### src/rtl/xbus_pkg.sv
package xbus_pkg;

  typedef enum logic [2:0] {
    PH_IDLE = 3'd0,
    PH_ALE  = 3'd1,
    PH_ACC  = 3'd2,
    PH_HOLD = 3'd3,
    PH_GAP  = 3'd4
  } phase_t;

  typedef struct packed {
    logic       en;
    logic       bw16;
    logic [2:0] div;
    logic [2:0] t_ale;
    logic [4:0] t_acc;
    logic [2:0] t_hold;
    logic [3:0] w_gap;
    logic [3:0] rr_gap;
  } xcfg_t;

  function automatic xcfg_t unpack_cfg(input logic [31:0] ctrl, input logic [31:0] tim);
    xcfg_t c;
    c.en     = ctrl[0];
    c.bw16   = ctrl[1];
    c.div    = ctrl[10:8];
    c.t_ale  = ctrl[18:16];
    c.t_acc  = tim[7:3];
    c.t_hold = tim[10:8];
    c.w_gap  = tim[15:12];
    c.rr_gap = tim[27:24];
    return c;
  endfunction

endpackage

### src/rtl/xbus_timer.sv
module xbus_timer #(
  parameter int CW = 13
) (
  input  logic          clk,
  input  logic          rst_n,
  input  logic          load,
  input  logic [CW-1:0] len,
  output logic          done
);
  logic [CW-1:0] cnt;

  // phase lasts len cycles after the loading edge; done marks its last cycle
  always_ff @(posedge clk or negedge rst_n) begin
    if (!rst_n)          cnt <= '0;
    else if (load)       cnt <= len - CW'(1);
    else if (cnt != '0)  cnt <= cnt - CW'(1);
  end

  assign done = (cnt == '0);
endmodule

### src/rtl/xbus_clkdiv.sv
module xbus_clkdiv #(
  parameter int DW = 8
) (
  input  logic       clk,
  input  logic       rst_n,
  input  logic       en,
  input  logic [2:0] div,
  output logic       ext_clk
);
  logic [DW-1:0] cnt;
  logic          tap;

  always_ff @(posedge clk or negedge rst_n) begin
    if (!rst_n)  cnt <= '0;
    else if (en) cnt <= cnt + DW'(1);
  end

  always_comb begin
    tap = 1'b0;
    for (int i = 1; i <= 7; i++)
      if (int'(div) == i) tap = cnt[i-1];
  end

  always_ff @(posedge clk or negedge rst_n) begin
    if (!rst_n) ext_clk <= 1'b0;
    else        ext_clk <= en && (div != 3'd0) && tap;
  end
endmodule

### src/rtl/xbus_ctrl.sv
module xbus_ctrl
  import xbus_pkg::*;
#(
  parameter int ADDR_W   = 16,
  parameter int CNT_W    = 13,
  parameter int DIVCNT_W = 8
) (
  input  logic              clk,
  input  logic              rst_n,
  input  logic [31:0]       cfg_ctrl,
  input  logic [31:0]       cfg_timing,
  input  logic              req_valid,
  output logic              req_ready,
  input  logic [ADDR_W-1:0] req_addr,
  input  logic [15:0]       req_wdata,
  input  logic              req_write,
  input  logic              req_size,
  output logic              rsp_valid,
  output logic [15:0]       rsp_rdata,
  output logic              ext_clk,
  output logic              ale,
  output logic              cs_n,
  output logic              rd_n,
  output logic              wr_n,
  output logic [15:0]       ad_out,
  output logic              ad_oe,
  input  logic [15:0]       ad_in
);
  localparam int BUS_W = 16;

  xcfg_t       cfg;
  phase_t      state, nstate;
  logic        beat, nbeat;
  logic        to_ale, to_ale_n;
  logic        rr_flag;
  logic        load, done, ack;
  logic [CNT_W-1:0] len;
  logic [15:0] rd_q;
  logic        two_beats, last_beat;
  logic [ADDR_W-1:0] beat_addr;
  logic [CNT_W-1:0] ale_len, acc_len, hold_len, wgap_len, rrgap_len;

  function automatic logic [CNT_W-1:0] cyc(input logic [5:0] n, input logic [2:0] d);
    return CNT_W'(n) << d;
  endfunction

  assign cfg       = unpack_cfg(cfg_ctrl, cfg_timing);
  assign two_beats = !cfg.bw16 && req_size;
  assign last_beat = beat || !two_beats;
  assign beat_addr = req_addr + ADDR_W'(beat);

  assign ale_len   = cyc(6'(cfg.t_ale)  + 6'd1, cfg.div);
  assign acc_len   = cyc(6'(cfg.t_acc)  + 6'd1, cfg.div);
  assign hold_len  = cyc(6'(cfg.t_hold) + 6'd1, cfg.div);
  assign wgap_len  = cyc(6'(cfg.w_gap),  cfg.div);
  assign rrgap_len = cyc(6'(cfg.rr_gap), cfg.div);

  xbus_timer #(.CW(CNT_W)) u_timer (
    .clk(clk), .rst_n(rst_n), .load(load), .len(len), .done(done)
  );

  xbus_clkdiv #(.DW(DIVCNT_W)) u_div (
    .clk(clk), .rst_n(rst_n), .en(cfg.en), .div(cfg.div), .ext_clk(ext_clk)
  );

  always_comb begin
    nstate   = state;
    nbeat    = beat;
    to_ale_n = to_ale;
    load     = 1'b0;
    len      = '0;
    ack      = 1'b0;
    case (state)
      PH_IDLE: if (cfg.en && req_valid) begin
        load  = 1'b1;
        nbeat = 1'b0;
        if (!req_write && rr_flag && cfg.rr_gap != 4'd0) begin
          nstate = PH_GAP; to_ale_n = 1'b1; len = rrgap_len;
        end else begin
          nstate = PH_ALE; len = ale_len;
        end
      end
      PH_ALE: if (done) begin
        nstate = PH_ACC; load = 1'b1; len = acc_len;
      end
      PH_ACC: if (done) begin
        nstate = PH_HOLD; load = 1'b1; len = hold_len;
      end
      PH_HOLD: if (done) begin
        if (!last_beat) begin
          nstate = PH_ALE; nbeat = 1'b1; load = 1'b1; len = ale_len;
        end else begin
          ack = 1'b1;
          if (req_write && cfg.w_gap != 4'd0) begin
            nstate = PH_GAP; to_ale_n = 1'b0; load = 1'b1; len = wgap_len;
          end else begin
            nstate = PH_IDLE;
          end
        end
      end
      PH_GAP: if (done) begin
        if (to_ale) begin
          nstate = PH_ALE; load = 1'b1; len = ale_len;
        end else begin
          nstate = PH_IDLE;
        end
      end
      default: nstate = PH_IDLE;
    endcase
  end

  always_ff @(posedge clk or negedge rst_n) begin
    if (!rst_n) begin
      state   <= PH_IDLE;
      beat    <= 1'b0;
      to_ale  <= 1'b0;
      rr_flag <= 1'b0;
      rd_q    <= '0;
    end else begin
      state  <= nstate;
      beat   <= nbeat;
      to_ale <= to_ale_n;
      if (ack) rr_flag <= !req_write;
      if (state == PH_ACC && done && !req_write) begin
        if (cfg.bw16)     rd_q <= req_size ? ad_in : {8'h00, ad_in[7:0]};
        else if (!beat)   rd_q <= {8'h00, ad_in[7:0]};
        else              rd_q[15:8] <= ad_in[7:0];
      end
    end
  end

  always_comb begin
    ale    = (state == PH_ALE);
    cs_n   = !(state == PH_ALE || state == PH_ACC || state == PH_HOLD);
    rd_n   = !(state == PH_ACC && !req_write);
    wr_n   = !(state == PH_ACC &&  req_write);
    ad_oe  = ale || (req_write && (state == PH_ACC || state == PH_HOLD));
    ad_out = '0;
    if (state == PH_ALE)
      ad_out = BUS_W'(beat_addr);
    else if (ad_oe)
      ad_out = cfg.bw16 ? req_wdata : {8'h00, (beat ? req_wdata[15:8] : req_wdata[7:0])};
  end

  assign req_ready = ack;
  assign rsp_valid = ack && !req_write;
  assign rsp_rdata = rd_q;
endmodule

### config.mk
export PLATFORM = sky130hd
export DESIGN_NAME = xbus_ctrl
export DESIGN_NICKNAME = d
export VERILOG_FILES = /design/src/rtl/xbus_pkg.sv /design/src/rtl/xbus_timer.sv /design/src/rtl/xbus_clkdiv.sv /design/src/rtl/xbus_ctrl.sv
export SDC_FILE = /design/constraint.sdc
export NUM_CORES = 1
export LEC_CHECK = 0
export BUFFER_PORTS_ARGS = -buffer_cell sky130_fd_sc_hd__buf_2
export CAP_MARGIN = 10
export CORE_MARGIN = 3
export CORE_UTILIZATION = 51
export CTS_BUF_LIST = sky130_fd_sc_hd__clkbuf_16
export CTS_CLUSTER_SIZE = 8
export DETAILED_ROUTE_END_ITERATION = 6
export HOLD_SLACK_MARGIN = 0.1
export PLACE_DENSITY = 0.82
export SYNTH_ARGS = -nofsm -noshare
export SYNTH_HDL_FRONTEND = slang
export SYNTH_SLANG_ARGS = --single-unit
### constraint.sdc
create_clock -name clk -period 4.23 [get_ports clk]
set_input_delay 0.423 -clock clk [delete_from_list [all_inputs] [get_ports clk]]
set_output_delay 0.423 -clock clk [all_outputs]
set_load 0.02 [all_outputs]
==> Word level (Yosys, flattened, before mapping) <==
Index checks and enable logic that the tools add are counted.
{ "classes": {"n_shift": 5, "eq_ne": 21, "muxes": 58, "n_reduce_logical": 37, "n_addsub": 7} }
{ "ops": {"columns": ["cell", "count"], "rows": [
  ["2-to-1 mux 13 bit", 11],
  ["2-to-1 mux 16 bit", 5],
  ["one-hot mux 13 bit (5 select lines)", 1],
  ["left shift 4 x 3 -> 13 bit", 4],
  ["2-to-1 mux 1 bit", 26],
  ["subtractor 13 x 1 -> 13 bit (second input constant)", 2],
  ["2-to-1 mux 3 bit", 8],
  ["2-to-1 mux 8 bit", 3],
  ["inequality test 2 bit (second input constant)", 9],
  ["adder 16 x 1 -> 16 bit", 1],
  ["== test 3 bit (second input constant)", 5],
  ["one-hot mux 3 bit (5 select lines)", 1],
  ["logical AND 1 bit", 13],
  ["zero test 13 bit", 1],
  ["nonzero test 13 bit", 1],
  ["left shift 6 x 3 -> 13 bit", 1],
  ["== test 3 x 2 -> 1 bit (second input constant)", 4],
  ["adder 3 x 1 -> 4 bit (second input constant)", 2],
  ["adder 8 x 1 -> 8 bit (second input constant)", 1],
  ["nonzero test 4 bit", 2],
  ["adder 5 x 1 -> 6 bit (second input constant)", 1],
  ["== test 3 x 1 -> 1 bit (second input constant)", 2],
  ["zero test 1 bit", 6],
  ["AND reduction 6 bit", 1],
  ["11 further kinds", 17]
]} }
{ "totals": {"word_cells": 137, "output_inout_bits": 40, "regBits": 44} }

==> Depth between registers and ports, before layout <==
{ "logic_depth": {"ltp_word": 9, "depth_mapped": 13, "depth_no_buf": 12} }

==> Cells and area by module <==
A second synthesis with hierarchy kept.
{ "hier_totals": {"cells_unflattened": 493, "area_unflattened_um2": 4070.2} }
{ "by_module_without_submodules": {"columns": ["module", "area_per_inst_um2", "n_inst", "cells_each"], "rows": [
  ["xbus_ctrl", 2673.8, 1, 353],
  ["xbus_timer", 1026.0, 1, 111],
  ["xbus_clkdiv", 370.4, 1, 29]
]} }

==> Worst setup path before layout <==
Ideal clock, no wire load.
{ "synth_timing": {"path_kind": "register to register", "startpoint": "reg state[2]", "endpoint": "reg u_timer.cnt[9]", "path_stages_with_launch": 12, "synth_period_minus_slack_ns": 3.128, "setup_time_ns": 0.125, "path_slack_ns": 1.102, "required_ns": 4.105, "n_path_buf": 2, "arrival_time_ns": 3.003, "path_cell_list": "dfrtp_1 buf_4 o21bai_1 a311o_1 a21oi_4 or2_2 buf_6 a41oi_4 or4b_4 or2_4 nor3_1 mux2_2"} }
{ "synth_via": {"elab_chain_cells": 4, "word_cells_on_any_way": 11, "classes_between": "add/sub (1); eq/ne (4); mux (3); reduce/logical (3)"} }
{ "synth_rtl": {"columns": ["item", "line", "source"], "rows": [
  ["from (decl)", "xbus_ctrl.sv:32", "phase_t state, nstate;"],
  ["from (signal assigned)", "xbus_ctrl.sv:120", "state <= nstate;"],
  ["== test 3 bit (tied with other cells)", "xbus_ctrl.sv:73", "case (state)"],
  ["one-hot mux 13 bit (5 select lines) / OR reduction 2 bit (equally long branches)", null, null],
  ["subtractor 13 x 1 -> 13 bit / one-hot mux 1 bit (4 select lines) (equally long branches)", "xbus_timer.sv:15, xbus_ctrl.sv:73", null],
  ["2-to-1 mux 13 bit / nonzero test 2 bit (equally long branches)", null, null],
  ["to (signal assigned)", "xbus_timer.sv:15", "else if (load) cnt <= len - CW'(1);"],
  ["to (signal assigned)", "xbus_timer.sv:16", "else if (cnt != '0) cnt <= cnt - CW'(1);"],
  ["to (decl)", "xbus_timer.sv:10", "logic [CW-1:0] cnt;"]
]} }
Several ways; a longest one is shown, not always the timed one.
A chain may end at the register's enable or synchronous reset.

==> Worst setup path after layout <==
{ "layout_timing": {"startpoint": "reg state[0]", "endpoint": "reg u_timer.cnt[12]"} }
The elaborated chain is that of the path after synthesis.

==> summary.md <==
| Metric | Value |
|---|---|
| Run status | `completed` |
| Clock-pin slew on the worst setup and hold paths | `60 ps` |
| Tightest Hold Check Type | `input pin to async pin` |
| Number of cells on the worst reg-to-reg path | `9` |
| Critical Path Stages | `9` |
| Total net switching power | `0.9493 mW` |
| Number of I/O pins | `around 160` |
| Floorplan row count | `33` |
| Final cell area excluding filler cells | `5080 sq um` |
| Power density cells | `413.2 nW/um^2` |
| Type of origin of the critical path | `flip-flop` |
| Worst slew pin tran | `936.8 ps` |
| Clock skew | `roughly 3.3 ps` |
| Critical path's largest stage delay | `590 ps` |
| Number of antenna violations at the first check in global routing | `0` |
| Remaining Overflow, GRT | `0` |
| Final routed wire length divided by cell count | `roughly 18 microns` |
| DP Wirelength | `10430 microns` |
| Maximum fanout along the worst path | `14` |
| Total of warnings raised by yosys | `0` |
| Setup repair after global routing missed its margin | `no` |
| Critical-path top delay cell | `or4b_4` |
| Switch share | `0.4522` |
| Largest area contributor in the netlist | `dfrtp_1` |
| Width of the die | `98.24 microns` |
| Max Fclk | `0.2780 GHz` |
| Ranking of synthesized cells by instance count | `nand2_1 (48), nor2_1 (47), dfrtp_1 (43)` |
| Sequential power share | `0.298` |
| Combinational fraction of design power | `0.526` |
| Ys flop type | `dfrtp_1` |
| Number of setup violations in the final report | `0` |
| Fraction of the yosys area taken by sequential cells | `0.2480` |
| Critical path class | `flip-flop to flip-flop` |
| Clock power frac | `0.176` |
| Endpoint type of the worst setup path | `flip-flop` |
| Placed standard-cell area | `4938 sq um` |
| Count of hold-fix buffers inserted at cts | `0` |
| Initial detailed-routing violation count | `531` |
| TritonCTS clock tree | `yes` |
| Asr flop ratio synth | `1.000` |
| Area growth from synthesis to final layout | `17.07%` |
| Standby leakage power | `between 2 and 2.5 nW` |
| Post-synthesis area per instance | `approximately 8.0 sq um` |
| Data arrival at the endpoint of the critical path | `~3800 ps` |
| Timing startpoint of the critical path | `state[0]` |
| Top cell family by delay on the critical path | `simple AND/OR/NAND/NOR gates` |
| Hold Violations, Final | `0` |
| Clock buffers created by TritonCTS | `5` |
| Post-CTS setup buffer count | `0` |
| Number of library cell types mapped by synthesis | `73` |
| Source-to-sink clock delay at the later pin of the worst-skew pair | `280 ps` |
| Share of Yosys cell area claimed by the top area cell type | `0.2480` |
| CTS sink count | `43` |
| Pin count of the biggest net entering global routing | `44` |
| Flip-flop and latch count after synthesis | `43` |
| Final RePlAce weighted congestion | `0.9439` |
| # Max-Cap Violations | `0` |
| Max rail drop VDD | `0.2180 mV` |
| Hold Slack | `around 270 ps` |
| Layout cell share with drive strength beyond 1 | `0.2634` |
| Via/cell ratio | `between 6 and 7` |
| Residual antenna-violating net count after detailed routing | `0` |
| Net count, final | `757` |
| EDFF count, synth | `0` |
| Area of the die | `9651 sq um` |
| Diode count | `0` |
| Placeable Area | `8258 sq um` |
| Combined global-route utilization of all metal layers | `0.2758` |
| Number of standard cells after synthesis | `540` |
| First-pass GRT wire length | `between 20000 and 25000 microns` |
| Filler Cell Count | `~750` |
| Netlist area before placement | `4339 sq um` |
| Final Cycle Share | `0.8503` |
| Library cell with the highest instance count after synthesis | `nand2_1` |
| Post-cts sizing count | `0` |
| Cell internal power dissipation | `1.150 mW` |
| Top post-synthesis cells by area | `dfrtp_1 (25%), o21ai_0 (4.5%), mux2i_1 (4.4%), mux2_2 (4.2%), nand2_1 (4.2%)` |
| Clk buf depth | `2` |
| Setup Total Neg Slack | `0 ps` |
| Via count of the first global-routing pass | `4404` |
| # port buffers | `approximately 120` |
| Worst endpoint required time | `4400 ps` |
| Total area of sequential cells | `1076 sq um` |
| Height of the chip | `98.24 microns` |
| Critical-path cell list | `and3b_1 -> a32oi_4 -> a21oi_4 -> nor2_1 -> a211oi_1 -> or4b_4 -> or2_1 -> nor3_1 -> mux2_2` |
| Initial Util | `0.5255` |
| Number of slew-limit violations in the final report | `0` |
| Number of nets in the synthesized netlist | `~660` |
| Fin crit period | `3597 ps` |
| Area occupied by multi-input gates | `3057 sq um` |
| Worst path bufs/invs | `0` |
| DRT Wirelength | `13590 microns` |
| Max transition margin | `0.3755` |
| Deepest level of the CTS H-tree | `2` |
| Clk root buf | `clkbuf_16` |
| DRC violation count after routing | `0` |
| Number of iterations in the first detailed-routing pass | `5` |
| Via count of the routed design | `approximately 4700` |
| Reg-to-reg critical path startpoint | `state[0]` |
-- final timing paths --
| check | slack (ps) | end |
|---|---|---|
| max in group asynchronous | 3370 | rsp_rdata[5] |
| max reg2reg | 630 | u_timer.cnt[12] |
| min reg2reg | 480 | u_div.cnt[6] |
| min in group clk | 390 | rsp_rdata[2] |
| min | 270 | u_div.ext_clk |
| max | 630 | u_timer.cnt[12] |
-- state kept, by name, indices dropped and copies added (netlist names) --
| name | flops |
|---|---|
| to_ale | 1 |
| beat | 1 |
| state | 3 |
| rr_flag | 1 |
| rsp_rdata | 16 |
| u_timer.cnt | 13 |
| u_div.cnt | 7 |
| u_div.ext_clk | 1 |
-- logic make-up (layout without fill, tap and decap cells) --
family / Yosys count / in the layout / share of synthesized area
AOI/OAI and AO/OA: 165 / 165 / 0.2731
and+or+nand+nor: 214 / 214 / 0.2673
buffers and inverters: 47 / 141 / 0.04758
DFF: 43 / 43 / 0.2480
xor gates and xnor gates: 29 / 29 / 0.05853
muxes: 35 / 35 / 0.08535
adders and majority gates: 7 / 7 / 0.02018
-- final cells by class --
class	count	share of cell area
Clock inverter	3	0.003202
Sequential cell	43	0.2118
Inverter	9	0.006650
Multi-Input combinational cell	450	0.6017
Timing Repair Buffer	124	0.1261
Clock buffer	5	0.02463
Tap cell	105	0.02586
-- routing by layer --
layer / part of all wire / wire [microns] / track usage / vias to the layer above
met5: 0 / 0 / 0 / -
met4: 0.022 / 301 / 0.09034 / 0
met3: 0.087 / 1179 / 0.03714 / 27
met2: 0.47 / 6422 / 0.4455 / 249
met1: 0.42 / 5682 / 0.3827 / 2224
li1: - / - / - / 2225
-- power groups by stage --
stage                     clock network (mW)  registers [mW]  logic, mW
after detailed placement                   0           0.628       1.08
after CTS                              0.374           0.620       1.10
final                                  0.369           0.625       1.10
after global routing                   0.391           0.638       1.20
after global placement                     0           0.620       1.06
after floorplan                            0           0.584      0.806
-- worst register-to-register path, delay by kind of cell, from the launching register on --
| kind | cells | cell delay [ps] |
|---|---|---|
| AOI/OAI and AO/OA | 3 | 670 |
| muxes | 1 | 370 |
| DFF | 1 | 510 |
| and+or+nand+nor | 5 | 1920 |
-- layout by cell type (no fill, tap or decap), types with 8 or more instances in the layout --
cell,netlist,routed
buf_2,9,116
nand2_1,48,48
nor2_1,47,47
dfrtp_1,43,43
o21ai_0,39,39
a21oi_1,19,19
mux2i_1,19,19
xor2_1,17,17
nand3_1,17,17
mux2_2,16,16
a22oi_1,14,14
nor3_1,13,13
xnor2_1,12,12
o22ai_1,11,11
a211oi_1,11,11
inv_1,8,9
nand2b_1,9,9
and3_1,9,9
nand4_1,8,8
o211ai_1,8,8
buf_4,3,8
-- through the flow --
step	std cells	setup WS, ps	total power [mW]	utilization
2_1_floorplan	540	1102	1.390	-
3_3_place_gp	731	636.1	1.676	0.5980
3_5_place_dp	731	540.2	1.713	0.5980
4_1_cts	739	674.8	2.090	0.6152
5_1_grt	739	416.0	2.234	0.6152
6_report	739	633.3	2.099	0.6152
No activity file was read; power rests on OpenSTA's default activity.
